<file path="src/rtl/pof_pkg.sv">
package pof_pkg;
  localparam int NCH = 3;

  localparam logic [2:0] ORD_RGB = 3'd0;
  localparam logic [2:0] ORD_GBR = 3'd1;
  localparam logic [2:0] ORD_BRG = 3'd2;
  localparam logic [2:0] ORD_RBG = 3'd3;
  localparam logic [2:0] ORD_GRB = 3'd4;
  localparam logic [2:0] ORD_BGR = 3'd5;

  localparam logic [2:0] MAP_CYCY = 3'd1;
  localparam logic [2:0] MAP_YCYC = 3'd2;
  localparam logic [2:0] MAP_CY   = 3'd3;

  localparam logic [2:0] DEP_10 = 3'd1;
  localparam logic [2:0] DEP_12 = 3'd2;
  localparam logic [2:0] DEP_16 = 3'd3;

  typedef struct packed {
    logic valid;
    logic de;
    logic hs;
    logic vs;
  } side_t;
endpackage

</file>
<file path="src/rtl/pof_swap_clamp.sv">
module pof_swap_clamp import pof_pkg::*; #(
  parameter int W = 12
) (
  input  logic                  clk_i,
  input  logic                  rst_ni,
  input  logic                  rb_swap_i,
  input  logic                  clamp_en_i,
  input  logic [W-1:0]          y_lo_i,
  input  logic [W-1:0]          y_hi_i,
  input  logic [W-1:0]          c_lo_i,
  input  logic [W-1:0]          c_hi_i,
  input  logic [NCH-1:0][W-1:0] pix_i,
  output logic [NCH-1:0][W-1:0] pix_o
);
  logic [NCH-1:0][W-1:0] sw, cl;

  assign sw = rb_swap_i ? {pix_i[0], pix_i[1], pix_i[2]} : pix_i;

  for (genvar g = 0; g < NCH; g++) begin : g_ch
    logic [W-1:0] lo, hi;
    // channel 1 is luma, outer channels are chroma
    assign lo = (g == 1) ? y_lo_i : c_lo_i;
    assign hi = (g == 1) ? y_hi_i : c_hi_i;
    always_comb begin
      if (clamp_en_i && sw[g] < lo)      cl[g] = lo;
      else if (clamp_en_i && sw[g] > hi) cl[g] = hi;
      else                               cl[g] = sw[g];
    end
  end

  always_ff @(posedge clk_i or negedge rst_ni) begin
    if (!rst_ni) pix_o <= '0;
    else         pix_o <= cl;
  end
endmodule

</file>
<file path="src/rtl/pof_pack.sv">
module pof_pack import pof_pkg::*; #(
  parameter int W = 12
) (
  input  logic                  clk_i,
  input  logic                  rst_ni,
  input  logic                  valid_i,
  input  logic                  de_i,
  input  logic                  yc422_i,
  input  logic [2:0]            ycmap_i,
  input  logic [2:0]            order_i,
  input  logic [NCH-1:0][W-1:0] pix_i,
  output logic [NCH-1:0][W-1:0] lanes_o
);
  logic            phase_q;
  logic            c_first;
  logic [W-1:0]    c_smp, y_smp;
  logic [NCH-1:0][W-1:0] lanes_d;

  always_ff @(posedge clk_i or negedge rst_ni) begin
    if (!rst_ni)      phase_q <= 1'b0;
    else if (valid_i) phase_q <= de_i ? ~phase_q : 1'b0;
  end

  always_comb begin
    c_smp = phase_q ? pix_i[0] : pix_i[2];
    y_smp = pix_i[1];
    case (ycmap_i)
      MAP_CYCY: c_first = ~phase_q;
      MAP_YCYC: c_first = phase_q;
      MAP_CY:   c_first = 1'b1;
      default:  c_first = 1'b0;
    endcase
    if (yc422_i) begin
      lanes_d = {{W{1'b0}}, (c_first ? y_smp : c_smp), (c_first ? c_smp : y_smp)};
    end else begin
      // index 0 is lane 0; pix index 0/1/2 = R/G/B
      case (order_i)
        ORD_GBR: lanes_d = {pix_i[0], pix_i[2], pix_i[1]};
        ORD_BRG: lanes_d = {pix_i[1], pix_i[0], pix_i[2]};
        ORD_RBG: lanes_d = {pix_i[1], pix_i[2], pix_i[0]};
        ORD_GRB: lanes_d = {pix_i[2], pix_i[0], pix_i[1]};
        ORD_BGR: lanes_d = {pix_i[0], pix_i[1], pix_i[2]};
        default: lanes_d = pix_i;
      endcase
    end
  end

  always_ff @(posedge clk_i or negedge rst_ni) begin
    if (!rst_ni) lanes_o <= '0;
    else         lanes_o <= lanes_d;
  end
endmodule

</file>
<file path="src/rtl/pof_depth.sv">
module pof_depth import pof_pkg::*; #(
  parameter int IN_W  = 12,
  parameter int OUT_W = 16
) (
  input  logic                      clk_i,
  input  logic                      rst_ni,
  input  logic [2:0]                depth_i,
  input  logic [NCH-1:0][IN_W-1:0]  pix_i,
  output logic [NCH-1:0][OUT_W-1:0] lanes_o
);
  localparam int EXT_W = OUT_W - IN_W;

  logic [NCH-1:0][OUT_W-1:0] lanes_d;

  for (genvar g = 0; g < NCH; g++) begin : g_lane
    always_comb begin
      case (depth_i)
        DEP_10:  lanes_d[g] = OUT_W'(pix_i[g] >> (IN_W - 10));
        DEP_12:  lanes_d[g] = OUT_W'(pix_i[g] >> (IN_W - 12));
        DEP_16:  lanes_d[g] = {pix_i[g], pix_i[g][IN_W-1 -: EXT_W]};
        default: lanes_d[g] = OUT_W'(pix_i[g] >> (IN_W - 8));
      endcase
    end
  end

  always_ff @(posedge clk_i or negedge rst_ni) begin
    if (!rst_ni) lanes_o <= '0;
    else         lanes_o <= lanes_d;
  end
endmodule

</file>
<file path="src/rtl/pix_out_fmt.sv">
module pix_out_fmt import pof_pkg::*; #(
  parameter int IN_W  = 12,
  parameter int OUT_W = 16
) (
  input  logic             clk_i,
  input  logic             rst_ni,
  input  logic             valid_i,
  input  logic             de_i,
  input  logic             hs_i,
  input  logic             vs_i,
  input  logic [IN_W-1:0]  ch0_i,
  input  logic [IN_W-1:0]  ch1_i,
  input  logic [IN_W-1:0]  ch2_i,
  input  logic             rb_swap_i,
  input  logic             clamp_en_i,
  input  logic [IN_W-1:0]  y_lo_i,
  input  logic [IN_W-1:0]  y_hi_i,
  input  logic [IN_W-1:0]  c_lo_i,
  input  logic [IN_W-1:0]  c_hi_i,
  input  logic [2:0]       order_i,
  input  logic             yc422_i,
  input  logic [2:0]       ycmap_i,
  input  logic [2:0]       depth_i,
  output logic             valid_o,
  output logic             de_o,
  output logic             hs_o,
  output logic             vs_o,
  output logic [OUT_W-1:0] lane0_o,
  output logic [OUT_W-1:0] lane1_o,
  output logic [OUT_W-1:0] lane2_o
);
  localparam int LAT = 3;

  logic [NCH-1:0][IN_W-1:0]  s1_pix, s2_pix;
  logic [NCH-1:0][OUT_W-1:0] s3_pix;
  side_t                     side_q [LAT];

  pof_swap_clamp #(.W(IN_W)) u_s1 (
    .clk_i, .rst_ni, .rb_swap_i, .clamp_en_i,
    .y_lo_i, .y_hi_i, .c_lo_i, .c_hi_i,
    .pix_i ({ch2_i, ch1_i, ch0_i}),
    .pix_o (s1_pix)
  );

  pof_pack #(.W(IN_W)) u_s2 (
    .clk_i, .rst_ni,
    .valid_i (side_q[0].valid),
    .de_i    (side_q[0].de),
    .yc422_i, .ycmap_i, .order_i,
    .pix_i   (s1_pix),
    .lanes_o (s2_pix)
  );

  pof_depth #(.IN_W(IN_W), .OUT_W(OUT_W)) u_s3 (
    .clk_i, .rst_ni, .depth_i,
    .pix_i   (s2_pix),
    .lanes_o (s3_pix)
  );

  always_ff @(posedge clk_i or negedge rst_ni) begin
    if (!rst_ni) begin
      for (int i = 0; i < LAT; i++) side_q[i] <= '0;
    end else begin
      side_q[0] <= '{valid: valid_i, de: de_i, hs: hs_i, vs: vs_i};
      for (int i = 1; i < LAT; i++) side_q[i] <= side_q[i-1];
    end
  end

  assign valid_o = side_q[LAT-1].valid;
  assign de_o    = side_q[LAT-1].de;
  assign hs_o    = side_q[LAT-1].hs;
  assign vs_o    = side_q[LAT-1].vs;
  assign lane0_o = s3_pix[0];
  assign lane1_o = s3_pix[1];
  assign lane2_o = s3_pix[2];
endmodule

</file>
<file path="config.mk">
export PLATFORM = sky130hd
export DESIGN_NAME = pix_out_fmt
export DESIGN_NICKNAME = d
export VERILOG_FILES = /design/src/rtl/pof_pkg.sv /design/src/rtl/pof_swap_clamp.sv /design/src/rtl/pof_pack.sv /design/src/rtl/pof_depth.sv /design/src/rtl/pix_out_fmt.sv
export SDC_FILE = /design/constraint.sdc
export NUM_CORES = 1
export LEC_CHECK = 0
export BUFFER_PORTS_ARGS = -buffer_cell sky130_fd_sc_hd__buf_4
export CORE_ASPECT_RATIO = 0.9
export CORE_MARGIN = 1.5
export CORE_UTILIZATION = 30
export CTS_CLUSTER_DIAMETER = 80
export CTS_CLUSTER_SIZE = 8
export DETAILED_ROUTE_END_ITERATION = 8
export PLACE_DENSITY = 0.55
export SYNTH_ARGS = -nofsm -noshare
export SYNTH_HDL_FRONTEND = slang
export SYNTH_SLANG_ARGS = --single-unit
</file>
<file path="constraint.sdc">
create_clock -name clk_i -period 2.2 [get_ports clk_i]
set_clock_uncertainty 0.1 [all_clocks]
set_input_delay 0.11 -clock clk_i [delete_from_list [all_inputs] [get_ports clk_i]]
set_output_delay 0.11 -clock clk_i [all_outputs]
set_load 0.01 [all_outputs]
</file>
Word-level counts from Yosys, hierarchy flattened
Index checks and enable logic that the tools add are counted.
{"block": "op_classes", "magnitude_cmp": 6, "eq_ne": 11, "mux": 17, "bitwise": 1, "n_reduce_logical": 6}
{"cell": "$pmux 36 s5", "n": 1}
{"cell": "$pmux 16 s3", "n": 3}
{"cell": "$mux 12", "n": 9}
{"cell": "$mux 36", "n": 2}
{"cell": "$gt 12x12->1", "n": 3}
{"cell": "$lt 12x12->1", "n": 3}
{"cell": "$eq 3x2->1 const B", "n": 6}
{"cell": "$eq 3x1->1 const B", "n": 3}
{"cell": "$eq 3x3->1 const B", "n": 2}
{"cell": "$logic_and 1x1->1", "n": 6}
{"cell": "$pmux 1 s3", "n": 1}
{"cell": "$mux 1", "n": 1}
{"cell": "$not 1->1", "n": 1}
{"block": "word_totals", "ff_bits": 133}

Logic depth before layout (Yosys ltp)
{"block": "depth", "depth_word": 5, "ltp_mapped": 11}

Hierarchy
A second synthesis with hierarchy kept.
{"block": "hier_totals", "hier_cells": 893, "area_unflattened_um2": 9280.2}
{"module": "pof_swap_clamp", "instances": 1, "cells_each": 389, "area_each_um2": 3829.9, "seq_area_each_um2": 900.9}
{"module": "pof_pack", "instances": 1, "cells_each": 293, "area_each_um2": 2766.4, "seq_area_each_um2": 925.9}
{"module": "pof_depth", "instances": 1, "cells_each": 199, "area_each_um2": 2383.5, "seq_area_each_um2": 1201.2}
{"module": "pix_out_fmt", "instances": 1, "cells_each": 12, "area_each_um2": 300.3, "seq_area_each_um2": 300.3}

Least setup slack after synthesis
OpenSTA, ideal clock, no wires.
{"block": "synth_timing", "path_kind": "input to register", "from": "input rb_swap_i", "to": "register u_s1.pix_o[25] in the netlist's numbering", "arrival_ns": 2.403, "t_required_ns": 1.971, "setup_slack_ns": -0.433, "stages": 10, "path_cell_list": "buf_6 > clkbuf_1 > mux2_2 > ha_1 > nand4_1 > o31a_1 > o21a_1 > clkbuf_1 > nor3_1 > o31ai_4"}
{"element": "from (decl)", "line_no": "pix_out_fmt.sv:14", "text": "input logic rb_swap_i,"}
{"element": "to (signal assigned)", "line_no": "pof_swap_clamp.sv:33", "text": "else pix_o <= cl;"}
{"element": "to (decl)", "line_no": "pof_swap_clamp.sv:13", "text": "output logic [NCH-1:0][W-1:0] pix_o"}

==> impl_results.md <==
- Final nets: 1,375
- Routability cong.: between 0.8 and 0.9
- Remaining global-route overflow: 0
- Clock transition at path regs: 0.05 ns
- Maximum vdd drop: around 0.45 mV
- Failing checks: negative hold slack
- Starting Density: 0.307
- Inserted Clock Buffers: 17
- Worst Hold End: u_s1.pix_o[21]
- Post-CTS Setup Inserts: 0
- Hold path depth: 3
- # IOs: 154
- DRT antenna net count: 0
- Synthesized net count: 1,132
- Fmax: 468 MHz
- Chip width: 185 um
- Final period utilization: 0.972
- Port Buf Inserts: 153
- Layout cells sized above 1: 0.288
- Final Hold Slack: -0.00851 ns
- Slowest-stage cell, CP: dlygate4sd3_1
- Hpwl dp: around 21 mm
- Sum Neg Setup Slack: 0 ns
- Slew @ Worst Pin: 0.701 ns
- Post-synthesis sequential area ratio: 0.372
- R2R Setup Slk: 0.36 ns
- Initial antenna violation count: 0
- Overall die height: 167 um
- Layout area overhead: 42.2%
- Crit path launch type: input pin
- Yosys reg bits: ~130
- Slew Viols, Final: 0
- Most frequent cells in the layout: 211 x buf_4, 133 x dfrtp_1, 93 x a21oi_1
- Drt wl/cell: 16.9 um
- Largest net degree at the start of global routing: 62
- Root Buffer: clkbuf_16
- Fraction of registers with async set/reset: 1.00
- Worst path max stage delay: 0.54 ns
- Post-synth top area cell: dfrtp_1
- Reg2reg end: u_s2.lanes_o[23]
- Layout Utilization: 0.437
- Finish-stage setup viols: 0
- Most common cell after layout, fill and taps aside: buf_4
- First-pass GRT wire length: roughly 43 mm
- All-Layer GR Usage: 0.178
- Full die area: 30,900 um^2
- CP Class: in -> reg
- Leak pwr: 5.86 nW
- Cell area after placement: 11,300 um^2
- Multi-input gate area: 5600 um^2
- Min Tclk post-route: 2.14 ns
- Hold path start: ch1_i[9]
- Fill count: 2,787
- Worst-path fanout max: 4
- Critical path arrival: 2.36 ns
- Primary FF master, synth: dfrtp_1
- Core area: 29,200 um^2
- CP cell instances: dlygate4sd3_1 -> buf_4 -> ha_1 -> a21o_1 -> a21o_1 -> a21oi_1 -> o31a_1 -> o21ai_1 -> buf_4 -> mux2i_2
- R2r worst-path depth: 6
- Initial drt markers: around 640
- Finished Cell Area: 12,700 um^2
- Dpl cells: between 1,500 and 2,000
- Non-filler instance count after layout: 1,613
- CTS H-Tree Depth: 4
- CP endpoint kind: flop
- Largest cells by area after synthesis: dfrtp_1 37%, ha_1 9.6%, mux2i_1 9.3%, a21oi_1 5.4%, mux2_2 3.0%
- DRC viols: 0
- Clk_lat worst skew: about 0.42 ns
- Cells after synthesis: 961
- Status: finished, violations left
- Min-delay worst type: in -> reg
- EDFF count, synth: 0
- Routed via count: 8,148
- Worst r2r src: u_s2.phase_q
- Router iterations before antenna repair: 5
- Relative slew slack: 0.532
- CTS Buffer Depth: 2
- Power Dens Cells: 666 nW/um^2
- Sequential cell area: 3330 um^2
- CTS tree: yes
- Req. time, crit path: 2.42 ns
- Vias in the first global route: between 8,000 and 9,000
- Syn_area_per_cell: slightly above 9 um^2
- Antenna diodes: 0
- FP Rows: 59
- Post-synthesis cell area: 8960 um^2
- CTS sink count: roughly 130
- Synth unique cells: 52
- Post-Route WL: 27.3 mm
- Final hold violation count: 1
- Max Cap Violations: 0
- Ys Warns: 0
- Overall Power: 8.48 mW
- Synth top area share: 0.372
- Via density: 5.05
[registers in the layout, indices dropped and copies added, names as in the netlist]
register      cells
u_s2.lanes_o     36
hs_o              1
de_o              1
u_s2.phase_q      1
side_q            8
valid_o           1
u_s3.lanes_o     48
u_s1.pix_o       36
vs_o              1
[stage by stage]
step           hold WS (ns)  setup slack, ns
6_report           -0.00851           0.0612
5_1_grt             0.00593         -0.00374
4_1_cts             0.00609           0.0413
3_5_place_dp         0.0300           -0.332
3_3_place_gp         0.0266           -0.340
2_1_floorplan        -0.286          -0.0875
[worst max path at each step]
stage                   start        endpoint  depth (start not counted)
global placement    rb_swap_i   u_s1.pix_o[0]                         11
floorplan           rb_swap_i  u_s1.pix_o[28]                         10
global route         ch1_i[8]  u_s1.pix_o[19]                         10
detailed placement  rb_swap_i  u_s1.pix_o[26]                         10
finish               ch1_i[5]  u_s1.pix_o[23]                         10
CTS                 c_hi_i[3]   u_s1.pix_o[0]                         11
[power by group]
part / internal (mW) / total (mW) / switching, mW
Sequential: 2.76 / 3.10 / 0.338
Combinational: 1.22 / 2.44 / 1.22
Clock: 1.86 / 2.94 / 1.08
Total: 5.84 / 8.48 / 2.64
[cells by family after synthesis]
kind of cell,share of synthesized area
flops,0.372
mux,0.128
buf+inv,0.0569
simple gates,0.121
xor+xnor,0.000978
fa+ha+maj,0.0964
compound gates,0.225
[critical path, delay by kind of cell]
kind	cells	cell delay [ns]
fa+ha+maj	1	0.31
buf+inv	3	0.88
mux	1	0.22
compound gates	5	0.83
[area by class of cell]
class,instances,area share
repair buffers,288,0.193
clock buffers,19,0.0356
inverters,61,0.0180
clock inverters,13,0.0133
multi-input cells,703,0.440
flip-flops and latches,133,0.261
well taps,396,0.0389
[synth_stat cells (17+ instances only)]
| cell | instances |
|---|---|
| a211oi_1 | 30 |
| a21oi_1 | 96 |
| a221oi_1 | 24 |
| clkbuf_1 | 48 |
| dfrtp_1 | 133 |
| ha_1 | 69 |
| inv_1 | 59 |
| mux2_2 | 24 |
| mux2i_1 | 83 |
| nand2_1 | 61 |
| nand2b_1 | 17 |
| nand3_1 | 19 |
| nor2_1 | 61 |
| nor3_1 | 17 |
| o21ai_0 | 51 |
[routing by layer]
| layer | wire, um | up-vias | global-route usage | share of wire |
|---|---|---|---|---|
| met5 | 0 | - | 0 | 0 |
| met1 | 12900 | 3849 | 0.245 | 0.47 |
| met3 | 1460 | 30 | 0.0328 | 0.053 |
| met4 | 451 | 0 | 0.0484 | 0.017 |
| li1 | - | 3999 | - | - |
| met2 | 12500 | 270 | 0.286 | 0.46 |
[timing repair]
| action | CTS | global route |
|---|---|---|
| hold buffers | 63 | 2 |
| setup endpoints to repair | 0 | 27 |
| hold endpoints to repair | 110 | 2 |
| gates resized for setup | 0 | 31 |
(Power assumes the default switching activity.)
